===== config.mk =====
export PLATFORM = sky130hd
export DESIGN_NAME = addr_wrap_unit
export DESIGN_NICKNAME = d
export VERILOG_FILES = /design/src/rtl/addr_wrap_pkg.sv /design/src/rtl/addr_wrap_step.sv /design/src/rtl/addr_wrap_bank.sv /design/src/rtl/addr_wrap_unit.sv
export SDC_FILE = /design/constraint.sdc
export NUM_CORES = 1
export LEC_CHECK = 0
export ABC_AREA = 0
export BUFFER_PORTS_ARGS = -buffer_cell sky130_fd_sc_hd__buf_2
export CAP_MARGIN = 20
export CORE_UTILIZATION = 56
export DETAILED_ROUTE_END_ITERATION = 6
export PLACE_DENSITY = 0.84
export SYNTH_ARGS = -nofsm -noshare
export SYNTH_HDL_FRONTEND = slang
export SYNTH_SLANG_ARGS = --single-unit

===== constraint.sdc =====
create_clock -name clk -period 8.3 [get_ports clk]
set_input_delay 1.245 -clock clk [delete_from_list [all_inputs] [get_ports clk]]
set_output_delay 1.245 -clock clk [all_outputs]
set_load 0.01 [all_outputs]

===== src/rtl/addr_wrap_pkg.sv =====
package addr_wrap_pkg;
    // Update kinds carried in the upper bits of the operation code.
    typedef enum logic [1:0] {
        STEP_HOLD = 2'b00,
        STEP_DEC  = 2'b01,
        STEP_INC  = 2'b10,
        STEP_IDX  = 2'b11
    } step_kind_e;
endpackage


===== src/rtl/addr_wrap_step.sv =====
module addr_wrap_step
    import addr_wrap_pkg::*;
#(
    parameter int AW = 16
) (
    input  step_kind_e      kind,
    input  logic [AW-1:0]   cur,
    input  logic [AW-1:0]   idx,
    input  logic [AW-1:0]   mask,
    output logic [AW-1:0]   nxt
);
    localparam logic [AW-1:0] ONE = {{(AW-1){1'b0}}, 1'b1};

    logic          wrap_off;
    logic [AW-1:0] base;
    logic [AW-1:0] sum;
    logic          at_floor;
    logic          at_top;

    assign wrap_off = (mask == '0);
    assign base     = cur & ~mask;
    assign sum      = cur + idx;
    assign at_floor = ((cur & mask) == '0);
    assign at_top   = ((cur & mask) == mask);

    always_comb begin
        nxt = cur;
        unique case (kind)
            STEP_HOLD: nxt = cur;
            STEP_DEC:  nxt = (!wrap_off && at_floor) ? (cur | mask) : (cur - ONE);
            STEP_INC:  nxt = (!wrap_off && at_top)   ? base         : (cur + ONE);
            STEP_IDX:  nxt = wrap_off ? sum : (base | (sum & mask));
        endcase
    end
endmodule


===== src/rtl/addr_wrap_bank.sv =====
module addr_wrap_bank #(
    parameter int AW   = 16,
    parameter int NREG = 4,
    localparam int SELW = $clog2(NREG)
) (
    input  logic                 clk,
    input  logic                 rst_n,
    input  logic                 pri_en,
    input  logic [SELW-1:0]      pri_sel,
    input  logic [AW-1:0]        pri_data,
    input  logic                 sec_en,
    input  logic [SELW-1:0]      sec_sel,
    input  logic [AW-1:0]        sec_data,
    output logic [NREG*AW-1:0]   flat
);
    // The primary write port has priority over the secondary port per entry.
    for (genvar i = 0; i < NREG; i++) begin : g_ent
        logic [AW-1:0] q;
        always_ff @(posedge clk or negedge rst_n) begin
            if (!rst_n) begin
                q <= '0;
            end else if (pri_en && (pri_sel == SELW'(i))) begin
                q <= pri_data;
            end else if (sec_en && (sec_sel == SELW'(i))) begin
                q <= sec_data;
            end
        end
        assign flat[i*AW +: AW] = q;
    end
endmodule


===== src/rtl/addr_wrap_unit.sv =====
module addr_wrap_unit
    import addr_wrap_pkg::*;
#(
    parameter int AW   = 16,
    parameter int NREG = 4,
    localparam int SELW = $clog2(NREG),
    localparam int OPW  = SELW + 2
) (
    input  logic                 clk,
    input  logic                 rst_n,
    input  logic [OPW-1:0]       op_code,
    input  logic                 commit,
    input  logic                 ld_ar,
    input  logic                 ld_ix,
    input  logic                 ld_wp,
    input  logic [SELW-1:0]      ld_sel,
    input  logic [AW-1:0]        ld_data,
    output logic [AW-1:0]        cur_addr,
    output logic [AW-1:0]        nxt_addr,
    output logic [NREG*AW-1:0]   ar_flat,
    output logic [NREG*AW-1:0]   ix_flat,
    output logic [NREG*AW-1:0]   wp_flat
);
    logic [SELW-1:0] sel;
    step_kind_e      kind;
    logic [AW-1:0]   sel_ix;
    logic [AW-1:0]   sel_wp;

    assign sel      = op_code[SELW-1:0];
    assign kind     = step_kind_e'(op_code[OPW-1:SELW]);
    assign cur_addr = ar_flat[sel*AW +: AW];
    assign sel_ix   = ix_flat[sel*AW +: AW];
    assign sel_wp   = wp_flat[sel*AW +: AW];

    addr_wrap_step #(.AW(AW)) u_step (
        .kind (kind),
        .cur  (cur_addr),
        .idx  (sel_ix),
        .mask (sel_wp),
        .nxt  (nxt_addr)
    );

    // Address bank: direct load beats commit on the same entry.
    addr_wrap_bank #(.AW(AW), .NREG(NREG)) u_ar (
        .clk      (clk),
        .rst_n    (rst_n),
        .pri_en   (ld_ar),
        .pri_sel  (ld_sel),
        .pri_data (ld_data),
        .sec_en   (commit),
        .sec_sel  (sel),
        .sec_data (nxt_addr),
        .flat     (ar_flat)
    );

    addr_wrap_bank #(.AW(AW), .NREG(NREG)) u_ix (
        .clk      (clk),
        .rst_n    (rst_n),
        .pri_en   (ld_ix),
        .pri_sel  (ld_sel),
        .pri_data (ld_data),
        .sec_en   (1'b0),
        .sec_sel  ('0),
        .sec_data ('0),
        .flat     (ix_flat)
    );

    addr_wrap_bank #(.AW(AW), .NREG(NREG)) u_wp (
        .clk      (clk),
        .rst_n    (rst_n),
        .pri_en   (ld_wp),
        .pri_sel  (ld_sel),
        .pri_data (ld_data),
        .sec_en   (1'b0),
        .sec_sel  ('0),
        .sec_data ('0),
        .flat     (wp_flat)
    );
endmodule


==> results of run 1 <==
[layout make-up]
cell class | instances | area [um^2] | share of cell area, %
multi-input cells | 763 | 6440 | 47.3
flip-flops and latches | 192 | 4800 | 35.3
repair buffers | 266 | 1380 | 10.1
clock buffers | 17 | 425 | 3.12
well taps | 270 | 338 | 2.48
clock inverters | 14 | 166 | 1.22
inverters | 15 | 56.3 | 0.414
diodes | 1 | 2.50 | 0.0184
[per-layer routing]
layer | vias to the layer above | global-route usage, % | part of all wire [%]
li1 | 4494 | - | -
met4 | 0 | 16.8 | 5.3
met2 | 1031 | 61.9 | 44
met1 | 5416 | 55.2 | 36
met3 | 224 | 13.3 | 15
met5 | - | 0 | 0
[cells by family after synthesis]
kind of cell	Yosys count	share of synthesized area [%]
and+or+nand+nor	255	11.3
adders and majority gates	18	1.99
buffers and inverters	101	3.79
AOI/OAI and AO/OA	286	17.6
xor gates and xnor gates	13	0.974
DFF	192	41.1
muxes	191	23.2
[worst max-delay path by stage]
stage	startpoint	to	slack [ns]	cells after the start
after floorplan	op_code[0]	nxt_addr[14]	1.47	15
after global placement	op_code[0]	nxt_addr[12]	1.32	14
after detailed placement	op_code[0]	nxt_addr[14]	1.29	14
after CTS	op_code[0]	nxt_addr[14]	1.27	14
after global routing	op_code[0]	nxt_addr[14]	1.00	14
final	op_code[0]	nxt_addr[14]	1.14	14
[synth_stat cells (6+ instances only)]
cell type | n | area [um^2]
o21ai_0 | 36 | 180
nor2_1 | 51 | 191
and2_1 | 13 | 81.3
inv_1 | 15 | 56.3
mux4_2 | 39 | 878
and3_1 | 7 | 43.8
nand4_1 | 9 | 56.3
nand2_1 | 74 | 278
mux2_2 | 132 | 1490
a21oi_1 | 29 | 145
mux4_1 | 9 | 236
a211oi_1 | 9 | 67.6
a22oi_1 | 29 | 218
nor3b_1 | 6 | 45.0
o211ai_1 | 7 | 52.6
a31oi_1 | 29 | 181
clkbuf_1 | 62 | 233
mux2i_1 | 11 | 110
a21o_1 | 26 | 195
a221oi_1 | 8 | 70.1
dfrtp_1 | 192 | 4800
nor4_1 | 9 | 56.3
nand2b_1 | 13 | 81.3
o31ai_1 | 12 | 90.1
ha_1 | 17 | 213
a22o_1 | 21 | 184
o22ai_1 | 25 | 156
or3_1 | 7 | 43.8
buf_1 | 9 | 33.8
nor3_1 | 16 | 80.1
xnor2_1 | 11 | 96.3
buf_2 | 8 | 40.0
nand3_1 | 22 | 110
[report_power, final]
group	internal [uW]	leakage, uW	total (uW)	switching (uW)
combinational	661	0.00354	1650	987
sequential	1130	0.00228	1310	184
clock	430	0.000289	842	412
[stage by stage]
stage,total power (uW),utilization (%),cell area (um^2)
final,3800,66.9,13600
after global placement,2850,63.9,13000
after CTS,3740,66.8,13600
after global routing,3930,66.9,13600
after floorplan,2270,-,11700
after detailed placement,2890,63.9,13000
[registers in the layout, summed over array words and instances (netlist names)]
signal and flops:
u_ar.g_ent.q 64, u_ix.g_ent.q 64, u_wp.g_ent.q 64
==> results by group, run 1 <==
STA
  – Worst rel slew slack: 22.8%
  – Final period util: 86.2%
  – Final hold vios: 0
  – Peak Freq: 0.140 GHz
  – Final setup TNS: 0 ns
  – Final critical-path required period: 7.16 ns
  – RSZ-0062 raised after global routing: false
  – Measured slew at the worst slew-check pin: 1.16 ns
  – Setup violators final: 0
  – Final setup margin: 1.14 ns
  – WHS: 0.525 ns
  – Slew Viols, Final: 0
  – Clock Skew: 0.0163 ns

Logic synthesis
  – Number of flops mapped to enable cells by yosys: 0
  – Post-synthesis cell area: 11,700 um^2
  – Synth Flop Type: dfrtp_1
  – Synth cell types: 78
  – Sequential cell area fraction in the yosys report: 41.1%
  – Synth Instances: 1,056
  – YS warnings: 0
  – Seq cells post-synth: 192
  – Average size of a mapped cell: 11.1 um^2
  – Async SR Flop Fraction: 100%
  – Syn Nets: 1,102

Power
  – Maximum vdd drop: 0.000166 V
  – PD cells: 279 nW/um^2
  – LEAKAGE: 0.00611 uW

Min path
  – Cell depth of the worst min-delay path: 1
  – Hold endpoint: u_ix.g_ent[1].q[2]
  – Worst Hold Class: flop to flop
  – HP Start: u_ix.g_ent[1].q[2]

Clocking
  – Clock Latency Late Sink: 0.45 ns
  – Clk slew on worst S/H paths: 0.08 ns
  – TritonCTS buffer count: 17
  – Post-CTS Setup Repair Bufs: 0
  – Hold_buf cts: 0
  – CTS tree: yes
  – H-tree depth: 4
  – CTS-repair resized insts: 0
  – Root buf cell: clkbuf_16
  – TritonCTS Sinks: 192
  – Worst-case clock buffer depth: 2

Setup path
  – CP Launch Type: input pin
  – Reg2reg path depth: 12
  – Reg2Reg Setup Slack: 3.85 ns
  – Worst-path cell chain: buf_4 -> mux4_2 -> ha_1 -> fa_1 -> a211oi_1 -> o21bai_1 -> a2111oi_0 -> buf_4 -> o211ai_1 -> and3_1 -> o31ai_1 -> nor2_1 -> nor2_1 -> buf_2
  – CP Max Fanout: 39
  – RR Endpoint: u_ar.g_ent[0].q[14]
  – Worst Path Arrival: 5.91 ns
  – Setup crit end kind: output port
  – Crit Path Category: input pin to output port
  – Crit-path max cell delay: 0.79 ns
  – CP top delay family: compound AO/OA/AOI/OAI gates
  – FF-to-FF Start: u_ar.g_ent[3].q[0]
  – Worst path buffer plus inverter count: 3
  – Critical Path RT: 7.05 ns
  – Slowest CP cell: mux4_2

Route
  – WL/cell: 28.5 um
  – Antenna Nets Post-Route: 0
  – Final wirelength: 43,800 um
  – Via count: 11,200
  – Post-route DRC: 1
  – Initial DRC Count: 1,896
  – Via/cell ratio: 7.26
  – Drt first pass iters: 7

Place
  – # placed instances: 1,506
  – Final HPWL DP: 30,700 um
  – Place WS: 1.29 ns
  – Port Buf Inserts: 251
  – RePlAce Congestion: 1.03

Finish
  – Fill cells: 1,495
  – Share of cells above drive strength 1: 38.5%
  – Commonest cells after routing, fill and taps aside: buf_2, dfrtp_1, mux2_2, nand2_1, nor2_1
  – Commonest non-fill, non-tap cell in the layout: buf_2
  – Nets: 1,301
  – Final Non-Filler Cells: 1,538
  – Layout area overhead: 16.5%

Global route
  – Pin count of the biggest net entering global routing: 75
  – Vias in the first global route: 10,500
  – Tot GR Track Use: 41.2%
  – Initial antenna violation count: 1
  – First-pass GRT wire length: 66,200 um
  – GRT overflow: 0

Die
  – DIE AREA: 21,500 um^2
  – Die Y: 146 um
  – CORE AREA: 20,400 um^2
  – Rows: 52
  – Die Wd: 146 um
  – Initial Util: 57.4%
  – I/O Pins: 252

Flow run
  – Max cap viols: 0

Outcome
  – Status: complete, but fails checks
  – Failing checks: DRC
(Power assumes the default switching activity.)
==> inputs of run 2 (changes only) <==
Clock period 8.3 ns to 6.7 ns, I/O delays scaled along.
==> run 2 against run 1 <==
Compared with the run above:
- the run now ends clean
- setup slack worse by 0.65 ns
- non-clock buffer count up 7
- final cell count up 0.52%
- first-iteration DRC count down 23%
- combinational power up 24%
- hold slack worse by 0.027 ns
- final area up 0.82%
- wire length up 2.1%
- core utilization up 0.55 points
- count of clock-buffer cells in the layout unchanged
- highest routed layer unchanged
==> results by group, run 2 (synthesized netlist as in run 1, its figures left out) <==
Outcome
  – Status: complete, no violations

Clocking
  – Post-CTS Setup Repair Bufs: 0
  – H-tree depth: 4
  – Hold_buf cts: 0
  – TritonCTS buffer count: 17
  – Worst-case clock buffer depth: 2
  – Clock Latency Late Sink: 0.45 ns
  – Root buf cell: clkbuf_16
  – TritonCTS Sinks: 192
  – CTS tree: yes
  – Clk slew on worst S/H paths: 0.09 ns
  – CTS-repair resized insts: 0

Route
  – Final wirelength: 44,800 um
  – Via count: 11,100
  – Drt first pass iters: 6
  – Post-route DRC: 0
  – Via/cell ratio: 7.15
  – WL/cell: 29.0 um
  – Initial DRC Count: 1,468
  – Antenna Nets Post-Route: 0

Finish
  – Largest registers: u_ar.g_ent.q x64, u_ix.g_ent.q x64, u_wp.g_ent.q x64
  – Final core occ: 67.4%
  – Final Non-Filler Cells: 1,546
  – Layout area overhead: 17.5%
  – Commonest non-fill, non-tap cell in the layout: buf_2
  – Nets: 1,308
  – Share of cells above drive strength 1: 39.1%
  – Commonest cells after routing, fill and taps aside: buf_2, dfrtp_1, mux2_2, nand2_1, nor2_1

STA
  – Final hold vios: 0
  – Final setup TNS: 0 ns
  – Measured slew at the worst slew-check pin: 1.17 ns
  – Worst rel slew slack: 21.7%
  – Final critical-path required period: 6.20 ns
  – Peak Freq: 0.161 GHz
  – WHS: 0.498 ns
  – Setup violators final: 0
  – RSZ-0062 raised after global routing: false
  – Clock Skew: 0.0159 ns
  – Slew Viols, Final: 0
  – Final period util: 92.6%

Place
  – Final HPWL DP: 31,100 um
  – Port Buf Inserts: 251
  – RePlAce Congestion: 1.00
  – # placed instances: 1,513

Setup path
  – Worst Path Arrival: 5.20 ns
  – Crit Path Category: input pin to output port
  – Reg2Reg Setup Slack: 2.59 ns
  – CP Launch Type: input pin
  – Setup crit end kind: output port
  – RR Endpoint: u_ar.g_ent[0].q[14]
  – CP Max Fanout: 25
  – FF-to-FF Start: u_ar.g_ent[2].q[0]
  – Critical Path End: nxt_addr[14]
  – Critical Path RT: 5.69 ns
  – Reg2reg path depth: 12
  – Setup crit start: op_code[0]

Die
  – Rows: 52
  – Die Y: 146 um
  – DIE AREA: 21,500 um^2
  – Initial Util: 57.4%
  – Die Wd: 146 um
  – I/O Pins: 252
  – CORE AREA: 20,400 um^2

Global route
  – GRT overflow: 0
  – Pin count of the biggest net entering global routing: 70
  – Tot GR Track Use: 42.1%
  – First-pass GRT wire length: 67,600 um
  – Vias in the first global route: 10,800
  – Initial antenna violation count: 0

Power
  – LEAKAGE: 0.00616 uW
  – Maximum vdd drop: 0.000266 V
  – PD cells: 346 nW/um^2

Flow run
  – Max cap viols: 0

Min path
  – Worst Hold Class: input pin to asynchronous set/reset pin
-- run 2: changes by cell type in the layout (fill, tap and decap cells not counted), sizes merged --
cell,before,now
buf,266,273
inv,22,25
bufinv,1,0
clkinvlp,1,0
-- run 2: final cells by class --
class / count / area (um^2)
diodes: 1 / 2.50
clock inverters: 15 / 195
well taps: 270 / 338
fillers: 1493 / 6640
inverters: 15 / 56.3
multi-input cells: 763 / 6450
clock buffers: 17 / 425
repair buffers: 273 / 1460
flip-flops and latches: 192 / 4800
-- run 2: worst min-delay path by stage --
stage,start,slack [ns],to,cells after the start
floorplan,u_ar.g_ent[1].q[8],0.55,u_ar.g_ent[1].q[8],2
global placement,u_wp.g_ent[0].q[6],0.50,u_wp.g_ent[0].q[6],1
detailed placement,u_wp.g_ent[3].q[10],0.52,u_wp.g_ent[3].q[10],1
CTS,rst_n,0.53,u_ix.g_ent[2].q[13],1
global route,rst_n,0.55,u_ix.g_ent[2].q[13],1
finish,rst_n,0.50,u_ix.g_ent[2].q[13],1
-- run 2: metrics by stage --
step                setup WS (ns)  power [uW]  area [um^2]
finish                      0.496        4760        13700
global route                0.355        4930        13700
CTS                         0.675        4690        13700
detailed placement          0.672        3610        13100
global placement            0.719        3570        13100
floorplan                   0.355        2810        11700
-- run 2: worst max-delay path, stage by stage --
cell and delay (ns):
buf_4 0.41, mux4_2 0.60, ha_1 0.25, fa_1 0.46, a211oi_1 0.23, o21bai_1 0.13
a2111oi_0 0.47, buf_4 0.22, o211ai_1 0.11, and3_1 0.18, o31ai_1 0.63, nor2_1 0.08
nor2_1 0.23, buf_2 0.18
-- run 2: layer usage --
metal	global-route usage [%]	wire (um)	vias up
met3	13.5	6330	166
met5	0	0	-
met4	17.2	1970	0
met1	57.0	16500	5423
li1	-	-	4500
met2	62.7	20000	972
-- run 2: power breakdown --
group	internal, uW	switching (uW)	total [uW]
sequential	1400	230	1630
combinational	836	1220	2050
clock	519	560	1080
total	2750	2010	4760
